===== src/rtl/bpar_pkg.sv =====
package bpar_pkg;

    parameter int unsigned LANE_W_DEF = 9;
    parameter int unsigned LANES_DEF  = 4;

    // decoded port strobes
    typedef struct packed {
        logic sel_n;
        logic strobe;
        logic write;
        logic mbox;
        logic gen;
    } port_ctl_t;

    // which source feeds the top bit of each outgoing lane
    typedef enum logic [1:0] {
        SRC_PASS = 2'd0,
        SRC_FIFO = 2'd1,
        SRC_MBOX = 2'd2
    } top_src_e;

    function automatic logic is_read(input port_ctl_t c);
        return !c.sel_n && c.strobe && !c.write;
    endfunction

endpackage


===== src/rtl/parity_tree.sv =====
module parity_tree #(
    parameter int unsigned LANES  = bpar_pkg::LANES_DEF,
    parameter int unsigned LANE_W = bpar_pkg::LANE_W_DEF,
    localparam int unsigned WORD_W = LANES * LANE_W
) (
    input  logic [WORD_W-1:0] word,
    input  logic [LANES-1:0]  top_in,
    input  logic              odd_sel,
    output logic [LANES-1:0]  gen_bits,
    output logic [LANES-1:0]  fails
);
    // one xor reduction per lane serves both generation and checking
    for (genvar l = 0; l < LANES; l++) begin : g_lane
        logic low_x;
        assign low_x       = ^word[l*LANE_W +: LANE_W-1];
        assign gen_bits[l] = low_x ^ odd_sel;
        assign fails[l]    = low_x ^ top_in[l] ^ odd_sel;
    end

endmodule


===== src/rtl/parity_insert.sv =====
module parity_insert #(
    parameter int unsigned LANES  = bpar_pkg::LANES_DEF,
    parameter int unsigned LANE_W = bpar_pkg::LANE_W_DEF,
    localparam int unsigned WORD_W = LANES * LANE_W
) (
    input  logic [WORD_W-1:0]  word_in,
    input  logic [LANES-1:0]   fifo_bits,
    input  logic [LANES-1:0]   mbox_bits,
    input  bpar_pkg::top_src_e src,
    output logic [WORD_W-1:0]  word_out
);
    for (genvar l = 0; l < LANES; l++) begin : g_lane
        localparam int unsigned TOP = l*LANE_W + LANE_W - 1;
        assign word_out[l*LANE_W +: LANE_W-1] = word_in[l*LANE_W +: LANE_W-1];
        always_comb begin
            unique case (src)
                bpar_pkg::SRC_FIFO: word_out[TOP] = fifo_bits[l];
                bpar_pkg::SRC_MBOX: word_out[TOP] = mbox_bits[l];
                default:            word_out[TOP] = word_in[TOP];
            endcase
        end
    end

endmodule


===== src/rtl/bpar_port.sv =====
module bpar_port
    import bpar_pkg::*;
#(
    parameter int unsigned LANES    = LANES_DEF,
    parameter int unsigned LANE_W   = LANE_W_DEF,
    parameter bit          FIFO_GEN = 1'b0,
    localparam int unsigned WORD_W  = LANES * LANE_W
) (
    input  logic              clk,
    input  logic              rst,
    input  logic              odd_sel,
    input  port_ctl_t         ctl,
    input  logic [WORD_W-1:0] bus_in,
    input  logic [WORD_W-1:0] rd_word,
    output logic [WORD_W-1:0] word_out,
    output logic              err_n
);
    logic              mbox_gen;
    logic              fifo_gen;
    top_src_e          src;
    logic [WORD_W-1:0] tree_word;
    logic [LANES-1:0]  tree_top;
    logic [LANES-1:0]  tree_gen;
    logic [LANES-1:0]  tree_fail;
    logic [LANES-1:0]  fifo_bits;
    logic              err_q;

    assign mbox_gen = is_read(ctl) && ctl.mbox && ctl.gen;
    assign fifo_gen = FIFO_GEN && is_read(ctl) && !ctl.mbox && ctl.gen;

    always_comb begin
        if (mbox_gen)      src = SRC_MBOX;
        else if (fifo_gen) src = SRC_FIFO;
        else               src = SRC_PASS;
    end

    // the shared tree looks at the outgoing word only while a mailbox read borrows it
    assign tree_word = mbox_gen ? rd_word : bus_in;
    for (genvar l = 0; l < LANES; l++) begin : g_top
        assign tree_top[l] = tree_word[l*LANE_W + LANE_W - 1];
    end

    parity_tree #(.LANES(LANES), .LANE_W(LANE_W)) u_tree (
        .word    (tree_word),
        .top_in  (tree_top),
        .odd_sel (odd_sel),
        .gen_bits(tree_gen),
        .fails   (tree_fail)
    );

    if (FIFO_GEN) begin : g_fifo_gen
        logic [LANES-1:0] unused_fail;
        logic [LANES-1:0] rd_top;
        for (genvar l = 0; l < LANES; l++) begin : g_rt
            assign rd_top[l] = rd_word[l*LANE_W + LANE_W - 1];
        end
        parity_tree #(.LANES(LANES), .LANE_W(LANE_W)) u_out_tree (
            .word    (rd_word),
            .top_in  (rd_top),
            .odd_sel (odd_sel),
            .gen_bits(fifo_bits),
            .fails   (unused_fail)
        );
    end else begin : g_no_fifo_gen
        assign fifo_bits = '0;
    end

    parity_insert #(.LANES(LANES), .LANE_W(LANE_W)) u_insert (
        .word_in  (rd_word),
        .fifo_bits(fifo_bits),
        .mbox_bits(tree_gen),
        .src      (src),
        .word_out (word_out)
    );

    always_ff @(posedge clk) begin
        if (rst)           err_q <= 1'b1;
        else if (mbox_gen) err_q <= 1'b1;
        else               err_q <= ~|tree_fail;
    end
    assign err_n = err_q;

    // ---------------- assertions ----------------
    function automatic logic word_bad(input logic [WORD_W-1:0] w, input logic odd);
        logic bad;
        bad = 1'b0;
        for (int l = 0; l < int'(LANES); l++) begin
            if (($countones(w[l*LANE_W +: LANE_W]) % 2 == 1) != odd) bad = 1'b1;
        end
        return bad;
    endfunction

    function automatic logic lows_match(input logic [WORD_W-1:0] a, input logic [WORD_W-1:0] b);
        logic ok;
        ok = 1'b1;
        for (int l = 0; l < int'(LANES); l++) begin
            if (a[l*LANE_W +: LANE_W-1] != b[l*LANE_W +: LANE_W-1]) ok = 1'b0;
        end
        return ok;
    endfunction

    logic force_cond;
    logic gen_cond;
    assign force_cond = !ctl.sel_n && ctl.strobe && !ctl.write && ctl.mbox && ctl.gen;
    assign gen_cond   = !ctl.sel_n && ctl.strobe && !ctl.write && ctl.gen && (ctl.mbox || FIFO_GEN);

    assert_force_high_R8: assert property (@(posedge clk) disable iff (rst)
        force_cond |=> err_n);

    assert_check_bus_R3: assert property (@(posedge clk) disable iff (rst)
        !force_cond |=> (err_n == !word_bad($past(bus_in), $past(odd_sel))));

    assert_gen_type_R4: assert property (@(posedge clk) disable iff (rst)
        gen_cond |-> !word_bad(word_out, odd_sel));

    assert_pass_through_R7: assert property (@(posedge clk) disable iff (rst)
        !gen_cond |-> (word_out == rd_word));

    assert_low_bits_R1: assert property (@(posedge clk) disable iff (rst)
        lows_match(word_out, rd_word));

endmodule


===== src/rtl/bus_parity_unit.sv =====
module bus_parity_unit
    import bpar_pkg::*;
#(
    parameter int unsigned LANES  = LANES_DEF,
    parameter int unsigned LANE_W = LANE_W_DEF,
    localparam int unsigned WORD_W = LANES * LANE_W
) (
    input  logic              clk,
    input  logic              rst,
    input  logic              odd_sel,
    input  logic              a_sel_n,
    input  logic              a_strobe,
    input  logic              a_write,
    input  logic              a_mbox,
    input  logic              a_gen,
    input  logic [WORD_W-1:0] a_bus_in,
    input  logic [WORD_W-1:0] a_rd_word,
    output logic [WORD_W-1:0] a_word_out,
    output logic              a_err_n,
    input  logic              b_sel_n,
    input  logic              b_strobe,
    input  logic              b_write,
    input  logic              b_mbox,
    input  logic              b_gen,
    input  logic [WORD_W-1:0] b_bus_in,
    input  logic [WORD_W-1:0] b_rd_word,
    output logic [WORD_W-1:0] b_word_out,
    output logic              b_err_n
);
    port_ctl_t a_ctl;
    port_ctl_t b_ctl;

    assign a_ctl = '{sel_n: a_sel_n, strobe: a_strobe, write: a_write, mbox: a_mbox, gen: a_gen};
    assign b_ctl = '{sel_n: b_sel_n, strobe: b_strobe, write: b_write, mbox: b_mbox, gen: b_gen};

    // port A generates only for mailbox reads
    bpar_port #(.LANES(LANES), .LANE_W(LANE_W), .FIFO_GEN(1'b0)) u_port_a (
        .clk     (clk),
        .rst     (rst),
        .odd_sel (odd_sel),
        .ctl     (a_ctl),
        .bus_in  (a_bus_in),
        .rd_word (a_rd_word),
        .word_out(a_word_out),
        .err_n   (a_err_n)
    );

    // port B generates for FIFO and mailbox reads
    bpar_port #(.LANES(LANES), .LANE_W(LANE_W), .FIFO_GEN(1'b1)) u_port_b (
        .clk     (clk),
        .rst     (rst),
        .odd_sel (odd_sel),
        .ctl     (b_ctl),
        .bus_in  (b_bus_in),
        .rd_word (b_rd_word),
        .word_out(b_word_out),
        .err_n   (b_err_n)
    );

endmodule


===== config.mk =====
export PLATFORM = sky130hd
export DESIGN_NAME = bus_parity_unit
export DESIGN_NICKNAME = d
export VERILOG_FILES = /design/src/rtl/bpar_pkg.sv /design/src/rtl/parity_tree.sv /design/src/rtl/parity_insert.sv /design/src/rtl/bpar_port.sv /design/src/rtl/bus_parity_unit.sv
export SDC_FILE = /design/constraint.sdc
export NUM_CORES = 1
export LEC_CHECK = 0
export CAP_MARGIN = 15
export CORE_ASPECT_RATIO = 0.5
export CORE_MARGIN = 5
export CORE_UTILIZATION = 60
export CTS_BUF_LIST = sky130_fd_sc_hd__clkbuf_2
export DETAILED_ROUTE_END_ITERATION = 10
export DONT_BUFFER_PORTS = 1
export PLACE_DENSITY_LB_ADDON = 0.2
export SLEW_MARGIN = 20
export SYNTH_ARGS = -nofsm -noshare
export SYNTH_HDL_FRONTEND = slang
export SYNTH_HIERARCHICAL = 1
export SYNTH_SLANG_ARGS = --single-unit

===== constraint.sdc =====
create_clock -name clk -period 2.07 [get_ports clk]
set_input_delay 0 -clock clk [delete_from_list [all_inputs] [get_ports clk]]
set_output_delay 0 -clock clk [all_outputs]
set_load 0.02 [all_outputs]

After elaboration in Yosys (flattened, before gate mapping)

Cells that the tools add are included.

Register bits: 2
Bits of input ports: 157
Logic and storage cells: 80

Equality and inequality tests: 4
Mux-type cells: 13
Bitwise logic cells: 28
Reductions and logical operators: 33

Operators with widths:

| cell                                                             | number |
|---|---|
| 8-bit parity                                                     | 12 |
| 36-bit two-way mux                                               | 2 |
| 1-bit bitwise XOR                                                | 28 |
| 1-bit case mux with 2 select lines                               | 8 |
| 1-bit logical AND                                                | 10 |
| 4-bit OR reduction                                               | 2 |
| 1-bit logical NOT                                                | 7 |
| 2-bit by 1-bit == test with 1-bit output (second input constant) | 2 |
| 2-bit == test (second input constant)                            | 2 |
| 2-bit two-way mux                                                | 2 |
| 2-bit OR reduction                                               | 2 |
| 1-bit two-way mux                                                | 1 |

Depth between registers and ports, before layout

Gate-level depths: netlist of run 1.

Depth in word-level cells: 11
Depth in mapped cells: 11
Mapped depth without buffers: 9

Hierarchy

The synthesis of run 1 kept the hierarchy.

Modules (own cells, without submodules):

| module               | times used | cells each | area each (um^2) | seq. area each (um^2) |
|---|---|---|---|---|
| parity_tree          | 3          | 32         | 395.4            | 0.0 |
| parity_insert        | 2          | 48         | 337.8            | 0.0 |
| bpar_port (u_port_a) | 1          | 46         | 586.8            | 20.0 |
| bpar_port (u_port_b) | 1          | 48         | 571.8            | 20.0 |

Worst setup path after synthesis of run 1

Ideal clock, no wire load.

Path kind: input to register
From: in a_write
To: reg u_port_a.err_q (netlist: u_port_a/err_n)
Data arrival time: 1.972 ns
Slack: -0.029 ns
Stages: 10
Cell sequence: nand4b_1 nor2_2 buf_6 buf_12 mux2_4 xnor2_1 xnor3_1 xnor2_1 nor4_1 or3_1

Longest elaborated chain between the ends: 10
Elaborated cells between the ends (all ways): 20

Ends and longest elaborated chain:

| what                            | line                  | text |
|---|---|---|
| from (decl)                     | bus_parity_unit.sv:13 | `input logic a_write,` |
| 1-bit logical NOT               | bpar_pkg.sv:23        | `return !c.sel_n && c.strobe && !c.write;` |
| 1-bit logical AND               | bpar_pkg.sv:23        |  |
| 1-bit logical AND (2 in series) | bpar_port.sv:28       | `assign mbox_gen = is_read(ctl) && ctl.mbox && ctl.gen;` |
| via u_port_a.mbox_gen           | bpar_port.sv:18       | `logic mbox_gen;` |
| 36-bit two-way mux              | bpar_port.sv:38       | `assign tree_word = mbox_gen ? rd_word : bus_in;` |
| via u_port_a.tree_word[30]      | bpar_port.sv:21       | `logic [WORD_W-1:0] tree_word;` |
| 8-bit parity                    | parity_tree.sv:15     | `assign low_x = ^word[l*LANE_W +: LANE_W-1];` |
| 1-bit bitwise XOR (2 in series) | parity_tree.sv:17     | `assign fails[l] = low_x ^ top_in[l] ^ odd_sel;` |
| via u_port_a.tree_fail[3]       | bpar_port.sv:24       | `logic [LANES-1:0] tree_fail;` |
| 4-bit OR reduction              | bpar_port.sv:79       | `else err_q <= ~\|tree_fail;` |
| 1-bit logical NOT               | bpar_port.sv:79       |  |
| to (signal assigned)            | bpar_port.sv:79       |  |
| to (decl)                       | bpar_port.sv:26       | `logic err_q;` |

The timed path passes the listed nets, and every way through them passes these cells.
A chain may end at the register's enable or synchronous reset.

Worst setup path in the final report of run 1

From: in b_sel_n
To: out b_word_out[26]

Longest elaborated chain between the ends: 9
Elaborated cells between the ends (all ways): 15

Ends and longest elaborated chain:

| what                               | line                  | text |
|---|---|---|
| from (decl)                        | bus_parity_unit.sv:20 | `input logic b_sel_n,` |
| 1-bit logical NOT                  | bpar_pkg.sv:23        |  |
| 1-bit logical AND                  | -                     |  |
| 1-bit logical AND                  | bpar_pkg.sv:23        |  |
| 1-bit logical AND (2 in series)    | bpar_port.sv:28       |  |
| 36-bit two-way mux                 | bpar_port.sv:38       |  |
| via u_port_b.tree_word[22]         | bpar_port.sv:21       |  |
| 8-bit parity                       | parity_tree.sv:15     |  |
| 1-bit bitwise XOR                  | parity_tree.sv:16     | `assign gen_bits[l] = low_x ^ odd_sel;` |
| via u_port_b.tree_gen[2]           | bpar_port.sv:23       | `logic [LANES-1:0] tree_gen;` |
| 1-bit case mux with 2 select lines | parity_insert.sv:16   | `unique case (src)` |
| to (decl)                          | bus_parity_unit.sv:27 | `output logic [WORD_W-1:0] b_word_out,` |

The timed path passes the listed nets, and every way through them passes these cells.

==> reports/results.md, run 1 <==
| Result | Reported | Unit |
|---|---|---|
| Die height | 59.6 | um |
| First-iteration detailed-routing DRC count | 31 | - |
| Hold Crit Start | b_rd_word[15] | - |
| Result of the run | finished, violations left | - |
| Drt total wl | 6.44 | mm |
| Most common cell after layout, fill and taps aside | mux2_4 | - |
| Violations in the final reports | setup timing | - |
| Number of primary I/O pins | 231 | - |
| Final-stage net count | 419 | - |
| WP data arrival | 2.20 | ns |
| Crit path max fanout | 6 | - |
| Min-Delay Endpoint | b_word_out[15] | - |
| # fillers | 399 | - |
| Static Leak | 1.47 | nW |
| Root buffer cell | clkbuf_2 | - |
| Data required time at the worst endpoint | 2.07 | ns |
| Total power after layout | 1.08 | mW |
| Final hold vios | 0 | - |
| Max Slew Vio Count | 0 | - |
| Tightest hold margin | 0.00000992 | ns |
| Total congestion overflow | 0 | - |
| Hold path cells | 0 | - |
| Critical Path Sink Type | output pin | - |
| Routed via count divided by cell count | 5.51 | - |
| Worst IR drop on VDD | 0.167 | mV |
| DRC violations left | 0 | - |
| Yosys warning total | 6 | - |
| Total Negative Setup Slacks | -0.654 | ns |
| CTS Buf Count | 3 | - |
| Remaining antenna violation count | 0 | - |
| Achievable clock frequency | 455 | MHz |
| Crit path kind | primary input to output pin | - |
| Post-route standard cell area excluding fillers | 0.00307 | sq mm |
| Area of the multi-input gates | 0.00249 | sq mm |
| Maximum number of pins on one net before global-route repair | 13 | - |
| Nature of the critical path startpoint | primary input | - |
| H-tree Lvls | 1 | - |
| Storage cell area | 40.0 | sq um |
| Initial standard-cell utilization of the core | 60.9 | % |
| Vias in the first global route | 1976 | - |
| Max-cap check violation count | 0 | - |
| Final Critical Period | 2.20 | ns |
| Final setup slack of the worst path | -0.128 | ns |
| Horizontal die dimension | 109 | um |
| # diodes | 0 | - |
| TritonCTS clock tree | built | - |
| Share of the cycle needed by the critical path after routing | 106 | % |
| Sink Count | 2 | - |
| Area of the die | 0.00650 | sq mm |
| Routed wirelength normalized by instance count | 19.8 | um |
| Netlist Area Pre-Place | 0.00295 | sq mm |
| GR Util All Layers | 17.5 | % |
| RePlAce Congestion | 0.718 | - |
| Row Count | 18 | - |
| Number of antenna violations at the first check in global routing | 0 | - |
| IO buf count | 0 | - |
| Setup violators final | 10 | - |
| Core Area | 0.00484 | sq mm |
| RSZ-0062 raised after global routing | yes | - |
| Pwr per Cell Area | 352 | mW/mm^2 |
| Area Growth Syn to Fin | 4.16 | % |
| Share of the core filled with cells | 63.5 | % |
| Max clock buf depth | 2 | - |
| Detailed placement HPWL | 5.34 | mm |
| Router iterations before antenna repair | 4 | - |
| Global-route wire length before repair | 9.05 | mm |
| Vias after detailed routing | 1795 | - |
| Fraction of final layout cells with drive strength greater than 1 | 58.2 | % |
| Mapped Cells | 278 | - |
| Classification of the worst-slack hold path | primary input to output pin | - |
| Syn_area_per_cell | 10.6 | sq um |
| Placed cell areas | 0.00274 | sq mm |
| Most used cells in the layout excluding fill and tap cells | 43 x mux2_4, 41 x xnor2_1, 31 x buf_4 | - |
sequential cells by signal (all words and copies together) (netlist names):
signal	cells
u_port_a/err_n	1
u_port_b/err_n	1
how the worst max path moves through the flow:
stage / from / end / slack [ns]
after global placement: a_write / u_port_a/err_n$_SDFF_PP1_ / -0.16
after detailed placement: a_write / u_port_a/err_n$_SDFF_PP1_ / -0.26
final: b_sel_n / b_word_out[26] / -0.13
after global routing: b_sel_n / b_word_out[26] / -0.26
after CTS: b_write / b_word_out[26] / -0.10
after floorplan: a_write / u_port_a/err_n$_SDFF_PP1_ / -0.03
worst max-delay path, cell delays in order:
cell and delay [ns]:
and4bb_1 0.27, nand2_2 0.09, buf_6 0.13, buf_16 0.13, buf_8 0.12, mux2_4 0.30
xnor2_2 0.17, xnor3_1 0.45, xnor2_1 0.14, a22oi_1 0.11, o21ai_2 0.29
per-layer routing:
layer  part of all wire [%]  track usage, %
met1                     35            19.2
met5                      0               0
met4                      0            2.31
met2                     57            36.2
met3                    7.7            3.26
metrics by stage:
stage / cells / worst slack (ns)
finish: 326 / -0.128
global route: 326 / -0.255
CTS: 319 / -0.100
detailed placement: 307 / -0.255
global placement: 307 / -0.163
floorplan: 283 / -0.0292
report_power, final:
| part | internal [mW] | switching (mW) |
|---|---|---|
| Sequential | 0.0470 | 0.0141 |
| Combinational | 0.619 | 0.344 |
| Clock | 0.0383 | 0.0206 |
| Total | 0.705 | 0.378 |
repair_timing:
item | in CTS | in global routing
pin swaps | 8 | 14
endpoints found under the setup margin | 7 | 10
hold buffers | 1 | 0
cloned | 2 | 0
buffers inserted | 6 | 8
gates resized for setup | 16 | 16
hold endpoints to repair | 2 | 0
area by class of cell:
type | instances | area share (%)
Timing Repair Buffer | 42 | 13.6
Sequential cell | 2 | 1.30
Inverter | 5 | 0.611
Tap cell | 70 | 2.85
Clock buffer | 3 | 0.489
Multi-Input combinational cell | 204 | 81.1
Note: power is estimated with default switching activity, not from simulation.
==> run 2: changes to the inputs <==
HOLD_SLACK_MARGIN = 0.06   (was unset)
PLACE_DENSITY = 0.8   (was unset)
PLACE_DENSITY_LB_ADDON = unset   (was 0.2)
==> run 2 against run 1 <==
Effect of this change:
- the flow still finishes with violations (setup timing)
- worst hold slack improved by 0.18 ns
- via count rose by 21%
- clock power rose by 15%
- sequential share of layout area fell by 0.25 points
- highest routed layer is now met4
- critical path type unchanged
- first-iteration DRC count rose to 3.5 times the previous value
- final area rose by 24%
==> reports/results.md, run 2 (synthesized netlist as in run 1, its figures left out) <==
| Result | Reported | Unit | Delta |
|---|---|---|---|
| Horizontal die dimension | 109 | um | unchanged |
| RSZ-0062 raised after global routing | yes | - |  |
| Max clock buf depth | 2 | - | unchanged |
| Routed wirelength normalized by instance count | 23.0 | um | +16% |
| RePlAce Congestion | 0.778 | - | +8.3% |
| # diodes | 0 | - | unchanged |
| Fraction of final layout cells with drive strength greater than 1 | 48.3 | % | -9.9 points |
| Dpl ws | -0.167 | ns | +0.0887 ns |
| DRC violations left | 0 | - | unchanged |
| Final std cells w/o fill | 393 | - | +21% |
| Share of the cycle needed by the critical path after routing | 110 | % | +3.8 points |
| Pwr per Cell Area | 374 | mW/mm^2 | +6.0% |
| Number of antenna violations at the first check in global routing | 0 | - | unchanged |
| Remaining antenna violation count | 0 | - | unchanged |
| Achievable clock frequency | 439 | MHz | -3.4% |
| Crit path kind | primary input to output pin | - |  |
| Initial standard-cell utilization of the core | 60.9 | % | unchanged |
| Nature of the critical path startpoint | primary input | - |  |
| Global-route wire length before repair | 11.6 | mm | +28% |
| Router iterations before antenna repair | 4 | - | unchanged |
| Met1 Resource Use GR | 22.2 | % | +3.0 points |
| Max-cap check violation count | 0 | - | unchanged |
| # fillers | 286 | - | -28% |
| Classification of the worst-slack hold path | primary input to output pin | - |  |
| Area Growth Syn to Fin | 28.7 | % |  |
| IO buf count | 0 | - | unchanged |
| Cells after DPL | 306 | - | -0.33% |
| Most common cell after layout, fill and taps aside | dlygate4sd3_1 | - |  |
| Maximum number of pins on one net before global-route repair | 21 | - | +8 |
| CTS Buf Count | 3 | - | unchanged |
| Final hold vios | 0 | - | unchanged |
| Global Route met2 Usage | 47.6 | % | +11 points |
| Met3 capacity usage during global routing | 5.11 | % | +1.8 points |
| Core Area | 0.00484 | sq mm | unchanged |
| Crit path max fanout | 6 | - | unchanged |
| Max Slew Vio Count | 0 | - | unchanged |
| GR Util All Layers | 22.7 | % | +5.1 points |
| Final setup slack of the worst path | -0.206 | ns | -0.0784 ns |
| Drt total wl | 9.03 | mm | +40% |
| Final-stage net count | 486 | - | +16% |
| Most crowded layer after global routing | met2 | - |  |
| Root buffer cell | clkbuf_2 | - |  |
| WP data arrival | 2.28 | ns | +0.08 ns |
| Total congestion overflow | 0 | - | unchanged |
| Die height | 59.6 | um | unchanged |
| Storage cell area | 40.0 | sq um | unchanged |
| H-tree Lvls | 1 | - | unchanged |
| Row Count | 18 | - | unchanged |
| Detailed placement HPWL | 5.47 | mm | +2.5% |
| Result of the run | finished, violations left | - |  |
| Violations in the final reports | setup timing | - |  |
| Final Critical Period | 2.28 | ns | +0.0784 ns |
| Number of primary I/O pins | 231 | - | unchanged |
| Vias after detailed routing | 2178 | - | +21% |
| TritonCTS clock tree | built | - |  |
| Vias in the first global route | 2378 | - | +20% |
| Data required time at the worst endpoint | 2.07 | ns | about the same |
| Area of the die | 0.00650 | sq mm | unchanged |
| Sink Count | 2 | - | unchanged |
| Worst IR drop on VDD | 0.204 | mV | +23% |
| Most used cells in the layout excluding fill and tap cells | 65 x dlygate4sd3_1, 42 x mux2_4, 39 x xnor2_1 | - |  |
| First-iteration detailed-routing DRC count | 109 | - | +250% |
| Static Leak | 1.78 | nW | +21% |
| Setup violators final | 9 | - | -1 |
| Area of the multi-input gates | 0.00254 | sq mm | +2.1% |
| Critical Path Sink Type | output pin | - |  |
| Routed via count divided by cell count | 5.54 | - | +0.65% |
[run 2: power breakdown]
group	switching, mW	internal (mW)
registers	0.0166	0.0469
logic	0.519	0.768
clock network	0.0290	0.0386
[run 2: worst max-delay path, stage by stage]
cell	delay [ns]
and4bb_2	0.32
nand2_4	0.09
buf_12	0.14
buf_4	0.13
mux2_4	0.31
xnor2_2	0.18
xnor3_1	0.38
buf_6	0.15
xnor2_2	0.12
a22oi_1	0.17
o21ai_1	0.10
buf_4	0.18
[run 2: layout make-up]
type	count	area share [%]
multi-input cells	204	67.0
repair buffers	109	28.7
well taps	70	2.31
flip-flops and latches	2	1.05
inverters	5	0.494
clock buffers	3	0.396
[run 2: metrics by stage]
stage                     hold slack, ns  TNS (ns)  cell area, sq um  util, %  power, mW
final                              0.178    -0.636              3800     78.4       1.42
after CTS                          0.144    -0.447              3560     73.5       1.27
after floorplan                   0.0991   -0.0292              2970        -      0.961
after global placement          0.000148    -0.538              2720     56.1      0.935
after global routing               0.197     -1.39              3800     78.4       1.48
after detailed placement        0.000145    -0.817              2720     56.1      0.949
[run 2: final timing paths]
check | from | to | slack, ns | depth (start not counted)
setup / recovery | b_sel_n | b_word_out[17] | -0.21 | 12
hold / removal | b_rd_word[26] | b_word_out[26] | 0.18 | 2
[run 2: metal layers]
| layer | vias up | part of all wire, % |
|---|---|---|
| met5 | - | 0 |
| met4 | 0 | 2.7 |
| met3 | 26 | 9.5 |
| met2 | 135 | 55 |
| met1 | 1041 | 33 |
| li1 | 976 | - |
[run 2: timing repair]
item	in CTS	in global routing
gates cloned	1	2
endpoints found under the setup margin	8	10
setup buffers	12	7
hold endpoints to repair	66	0
resized for setup	17	28
pin swaps	18	18
hold buffers	65	0
